--- src/rtl/pwr_ctrl_pkg.sv ---
package pwr_ctrl_pkg;
  localparam int CR_W   = 32;
  localparam int NBYTES = CR_W / 8;

  localparam logic [CR_W-1:0] CR_RST = 32'h0000_C000;

  localparam int B_FIS  = 21;
  localparam int B_FMS  = 20;
  localparam int B_UDHI = 19;
  localparam int B_UDLO = 18;
  localparam int B_ODSW = 17;
  localparam int B_ODEN = 16;
  localparam int B_CSB  = 3;
  localparam int B_CWU  = 2;

  // ordinary read/write bits: 16, 15:13, 11:4, 1:0
  localparam logic [CR_W-1:0] PLAIN_MASK = 32'h0001_EFF3;
  localparam logic [CR_W-1:0] ODSW_MASK  = 32'h0002_0000;
endpackage

--- src/rtl/pwr_cr_merge.sv ---
module pwr_cr_merge
  import pwr_ctrl_pkg::*;
(
  input  logic [CR_W-1:0]   cur,
  input  logic [CR_W-1:0]   wdata,
  input  logic [NBYTES-1:0] wstrb,
  input  logic              hit,
  input  logic              flash_exec,
  output logic [CR_W-1:0]   nxt,
  output logic              sw_wr,
  output logic              csb_req,
  output logic              cwu_req
);
  logic [CR_W-1:0] bmask;
  logic [CR_W-1:0] en;
  logic [1:0]      ud_code;

  for (genvar b = 0; b < NBYTES; b++) begin : g_byte
    assign bmask[8*b +: 8] = {8{wstrb[b]}};
  end

  assign en      = hit ? bmask : '0;
  assign ud_code = wdata[B_UDHI:B_UDLO];

  always_comb begin
    nxt = (cur & ~(en & PLAIN_MASK)) | (wdata & en & PLAIN_MASK);
    if (en[B_UDLO] && (ud_code == 2'b00 || ud_code == 2'b11))
      nxt[B_UDHI:B_UDLO] = ud_code;
    if (en[B_FIS])
      nxt[B_FIS] = wdata[B_FIS] & (cur[B_FIS] | ~flash_exec);
    if (en[B_FMS])
      nxt[B_FMS] = wdata[B_FMS] & (cur[B_FMS] | ~flash_exec);
  end

  assign sw_wr   = en[B_ODSW];
  assign csb_req = en[B_CSB] & wdata[B_CSB];
  assign cwu_req = en[B_CWU] & wdata[B_CWU];
endmodule

--- src/rtl/pwr_od_seq.sv ---
module pwr_od_seq (
  input  logic clk,
  input  logic srst,
  input  logic sw_wr,
  input  logic sw_wbit,
  input  logic od_en_nxt,
  input  logic od_ready,
  input  logic osc_sysclk,
  input  logic stop_exit,
  input  logic settle_done,
  output logic sw_q,
  output logic stall_q
);
  logic sw_nxt;

  always_comb begin
    sw_nxt = sw_q;
    if (sw_wr && osc_sysclk && !stall_q)
      sw_nxt = sw_wbit ? (sw_q | od_ready) : 1'b0;
    if (stop_exit || !od_en_nxt)
      sw_nxt = 1'b0;
  end

  always_ff @(posedge clk) begin
    if (srst) begin
      sw_q    <= 1'b0;
      stall_q <= 1'b0;
    end else begin
      sw_q    <= sw_nxt;
      stall_q <= (stall_q & ~settle_done) | (sw_nxt ^ sw_q);
    end
  end


  sw_set_ready_chk: assert property (@(posedge clk) disable iff (srst)
    (!$past(srst) && $rose(sw_q)) |-> $past(od_ready && osc_sysclk));


  stop_exit_clr_chk: assert property (@(posedge clk) disable iff (srst)
    stop_exit |=> !sw_q);


  change_stall_chk: assert property (@(posedge clk) disable iff (srst)
    (!$past(srst) && (sw_q != $past(sw_q))) |-> stall_q);


  stall_release_chk: assert property (@(posedge clk) disable iff (srst)
    (stall_q && settle_done) |=> (!stall_q || (sw_q != $past(sw_q))));
endmodule

--- src/rtl/pwr_ctrl_regbank.sv ---
module pwr_ctrl_regbank
  import pwr_ctrl_pkg::*;
#(
  parameter int              ADDR_W   = 8,
  parameter logic [ADDR_W-1:0] ADDR_OFF = '0
) (
  input  logic              clk,
  input  logic              rst,
  input  logic              standby_wake,
  input  logic              wr_en,
  input  logic [ADDR_W-1:0] addr,
  input  logic [CR_W-1:0]   wdata,
  input  logic [NBYTES-1:0] wstrb,
  output logic [CR_W-1:0]   rdata,
  input  logic              osc_sysclk,
  input  logic              od_ready,
  input  logic              stop_exit,
  input  logic              settle_done,
  input  logic              flash_exec,
  output logic [CR_W-1:0]   cfg,
  output logic              clk_stall,
  output logic              clr_standby_flag,
  output logic              clr_wakeup_flag
);
  logic [CR_W-1:0] cfg_q;
  logic [CR_W-1:0] merge_nxt;
  logic            srst;
  logic            sel;
  logic            hit;
  logic            sw_wr;
  logic            csb_req;
  logic            cwu_req;
  logic            sw_q;

  assign srst = rst | standby_wake;
  assign sel  = (addr == ADDR_OFF);
  assign hit  = wr_en & sel;

  assign cfg   = cfg_q | ({{(CR_W-1){1'b0}}, sw_q} << B_ODSW);
  assign rdata = sel ? cfg : '0;

  pwr_cr_merge u_merge (
    .cur        (cfg),
    .wdata      (wdata),
    .wstrb      (wstrb),
    .hit        (hit),
    .flash_exec (flash_exec),
    .nxt        (merge_nxt),
    .sw_wr      (sw_wr),
    .csb_req    (csb_req),
    .cwu_req    (cwu_req)
  );

  pwr_od_seq u_od (
    .clk         (clk),
    .srst        (srst),
    .sw_wr       (sw_wr),
    .sw_wbit     (wdata[B_ODSW]),
    .od_en_nxt   (merge_nxt[B_ODEN]),
    .od_ready    (od_ready),
    .osc_sysclk  (osc_sysclk),
    .stop_exit   (stop_exit),
    .settle_done (settle_done),
    .sw_q        (sw_q),
    .stall_q     (clk_stall)
  );

  always_ff @(posedge clk) begin
    if (srst) begin
      cfg_q            <= CR_RST;
      clr_standby_flag <= 1'b0;
      clr_wakeup_flag  <= 1'b0;
    end else begin
      cfg_q            <= merge_nxt & ~ODSW_MASK;
      clr_standby_flag <= csb_req;
      clr_wakeup_flag  <= cwu_req;
    end
  end


  wake_reload_chk: assert property (@(posedge clk) disable iff (rst)
    $past(standby_wake) |-> (cfg == CR_RST && !clk_stall));


  ud_code_chk: assert property (@(posedge clk) disable iff (rst)
    (cfg[B_UDHI:B_UDLO] != 2'b01) && (cfg[B_UDHI:B_UDLO] != 2'b10));


  flash_set_chk: assert property (@(posedge clk) disable iff (rst)
    ($rose(cfg[B_FMS]) || $rose(cfg[B_FIS])) |-> !$past(flash_exec));


  clr_pulse_src_chk: assert property (@(posedge clk) disable iff (rst)
    (clr_standby_flag || clr_wakeup_flag) |-> $past(wr_en && wstrb[0] && !standby_wake));
endmodule

--- config.mk ---
export PLATFORM = sky130hd
export DESIGN_NAME = pwr_ctrl_regbank
export DESIGN_NICKNAME = d
export VERILOG_FILES = /design/src/rtl/pwr_ctrl_pkg.sv /design/src/rtl/pwr_cr_merge.sv /design/src/rtl/pwr_od_seq.sv /design/src/rtl/pwr_ctrl_regbank.sv
export SDC_FILE = /design/constraint.sdc
export NUM_CORES = 1
export LEC_CHECK = 0
export ABC_CLOCK_PERIOD_IN_PS = 2200
export CORE_MARGIN = 2
export CORE_UTILIZATION = 55
export DETAILED_ROUTE_END_ITERATION = 6
export DONT_BUFFER_PORTS = 1
export HOLD_SLACK_MARGIN = 0.1
export PLACE_DENSITY = 0.75
export SYNTH_ARGS = -nofsm -noshare
export SYNTH_HDL_FRONTEND = slang
export SYNTH_SLANG_ARGS = --single-unit
--- constraint.sdc ---
create_clock -name clk -period 2.2 [get_ports clk]
set_clock_uncertainty 0.05 [all_clocks]
set_input_delay 0.22 -clock clk [delete_from_list [all_inputs] [get_ports clk]]
set_output_delay 0.22 -clock clk [all_outputs]
set_load 0.005 [all_outputs]
==> run_results.csv <==
group,metric,value,unit
die,core_area,2190,µm²
sta,timing.setup.tns,0,ns
cts,clk_pin_slew,0.13,ns
cts,cts.sinks,22,
logic_synthesis,synth-edff-count,0,
sta,finalCritPeriodShare,0.928,
die,io_pins,120,
cts,clk_latency,0.31,ns
grt,grt_pass1_vias,917,
sta,rsz0062_at_grt,"no",
die,die_width,51.9,µm
cts,cts-root-buf,"clkbuf_4",
drt,detail_route.first_pass.iterations,4,
drt,ant_nets,0,
sta,tightest_slew,0.679,ns
outcome,status,"complete, no violations",
logic_synthesis,synthSimpleGateAreaFrac,0.269,
layout,layout.cells.most_common,"conb_1",
drt,via_per_inst,5.52,
sta,setup_viol,0,
logic_synthesis,synth.distinct_cells,29,
layout,drive_gt1_frac,0.0988,
die,die_area,2690,µm²
die,row_count,17,
hold_path,hp-class,"input port to register",
sta,relSlewSlack,0.544,
logic_synthesis,yosysWarningCount,0,
grt,grt_pass1_wl,4130,µm
layout,fin_nets,216,
logic_synthesis,synth_top_family_by_area,"simple AND/OR/NAND/NOR gates",
grt,overflow,0,
logic_synthesis,synth_compound_area_frac,0.0753,
die,start_util,0.576,
placement,gp_congestion,0.721,
grt,grt_max_degree,18,
sta,timing.fmax,490,MHz
logic_synthesis,muxShareOfSynthArea,0.111,
grt,grtUsageTotal,0.210,
layout,mostFrequentLayoutCells,"conb_1, dlygate4sd3_1, dfxtp_1, and3_1, nor2_1",
setup_path,cp_max_fo,15,
sta,hold_violations,0,
layout,area_growth,16.5,%
cts,numCtsBuffers,3,
logic_synthesis,synthAdderAreaFrac,0,
logic_synthesis,synth_xor_area_frac,0,
logic_synthesis,synth-seq-cells,22,
logic_synthesis,synthCells,140,
layout,n_antenna_cell,0,
drt,drtIter0Drc,10,
setup_path,arrival,2.20,ns
placement,io_buffer_count,0,
logic_synthesis,ys_seq_area_frac,0.349,
layout,fill_cells,172,
die,die_h,51.9,µm
cts,cts.repair.resized,0,
logic_synthesis,avgSynthCellArea,9.02,µm²
sta,drv_slew,0,
pwr,powerDensity,530,nW/µm²
sta,fin_crit,2.04,ns
cts,cts_buffer_depth,2,
logic_synthesis,syn-cell-area,1260,µm²
drt,avgRoutedWirePerCell,14.7,µm
placement,post-dp-hpwl,1980,µm
cts,cts_tree,"built",
sta,fin_ws,0.159,ns
setup_path,path_class,"input port to register",
run,cap_violations,0,
pwr,vdd_drop_max,0.000350,V
cts,h-tree-depth,1,
pwr,power.static_leakage,0.747,nW
logic_synthesis,synth-main-ff-cell,"dfxtp_1",
drt,drc,0,
setup_path,crit_path_end_kind,"register",
grt,antenna_found_initial,0,
logic_synthesis,async_flop_share,0,
setup_path,cp.required,2.36,ns
drt,num_vias,1048,
placement,place_ws,0.382,ns
setup_path,start_kind,"input port",
pwr,finalPower,0.779,mW
drt,routed_wirelength,2800,µm
==> report_power, final <==
| group | leakage, nW | internal, mW | total [mW] | switching [mW] |
|---|---|---|---|---|
| Sequential | 0.177 | 0.398 | 0.398 | 0.0000755 |
| Clock | 0.0279 | 0.184 | 0.315 | 0.130 |
| Combinational | 0.542 | 0.0335 | 0.0659 | 0.0323 |
==> kinds of logic (layout without fill, tap and decap cells) <==
logic type,Yosys count,count (layout)
DFF,22,22
other,1,26
buffers and inverters,36,33
muxes,14,14
and+or+nand+nor,55,55
AOI/OAI and AO/OA,12,12
==> through the flow <==
step           hold WS (ns)  utilization  instances  area (µm²)
6_report              0.118        0.671        190        1470
5_1_grt               0.138        0.671        190        1470
3_3_place_gp          0.293        0.537        162        1180
4_1_cts               0.113        0.671        190        1470
2_1_floorplan         0.292            -        165        1360
3_5_place_dp          0.295        0.537        162        1180
==> cell usage after synthesis (2+ instances only) <==
library cell,count,area share
a21oi_1,2,0.0079
and2_1,3,0.015
and3_1,20,0.099
buf_4,28,0.17
clkbuf_1,3,0.0089
clkbuf_2,2,0.0079
dfxtp_1,22,0.35
inv_1,2,0.0059
mux2i_1,14,0.11
nand2_1,4,0.012
nand4_2,2,0.020
nor2_1,16,0.048
nor4_4,2,0.034
o21ai_0,2,0.0079
o221a_2,2,0.018
o22ai_1,3,0.015
==> worst paths after layout <==
kind,startpoint,to,slack (ns),cells past startpoint
setup / recovery,addr[5],register,0.16,5
hold / removal,wdata[17],u_od.stall_q$_SDFF_PP0_,0.12,2
setup reg to reg,u_od.stall_q$_SDFF_PP0_,u_od.sw_q$_SDFF_PP0_,0.78,4
hold reg to reg,register,register,0.51,2
==> final cells by class <==
type	count	area, µm²	area share
clock buffers	3	22.5	0.0153
clock inverters	1	30.0	0.0204
inverters	2	7.51	0.00511
multi-input cells	107	672	0.457
flip-flops and latches	22	440	0.300
well taps	28	35.0	0.0238
repair buffers	27	263	0.179
==> repair_timing <==
item / in CTS / in global routing
setup buffers: 0 / 0
hold buffers: 24 / 0
hold endpoints to repair: 21 / 0
==> worst max-delay path, cell delays in order <==
cell	delay (ns)
nor4_4	0.62
nand4_2	0.44
mux2i_1	0.28
nand2_1	0.06
dlygate4sd3_1	0.57
==> routing by layer <==
layer,vias up,track usage,routed length [µm]
li1,478,-,-
met1,486,0.246,1080
met2,76,0.365,1400
met3,8,0.0402,247
met4,0,0.0965,66
met5,-,0,0
Note: power is estimated with default switching activity, not from simulation.
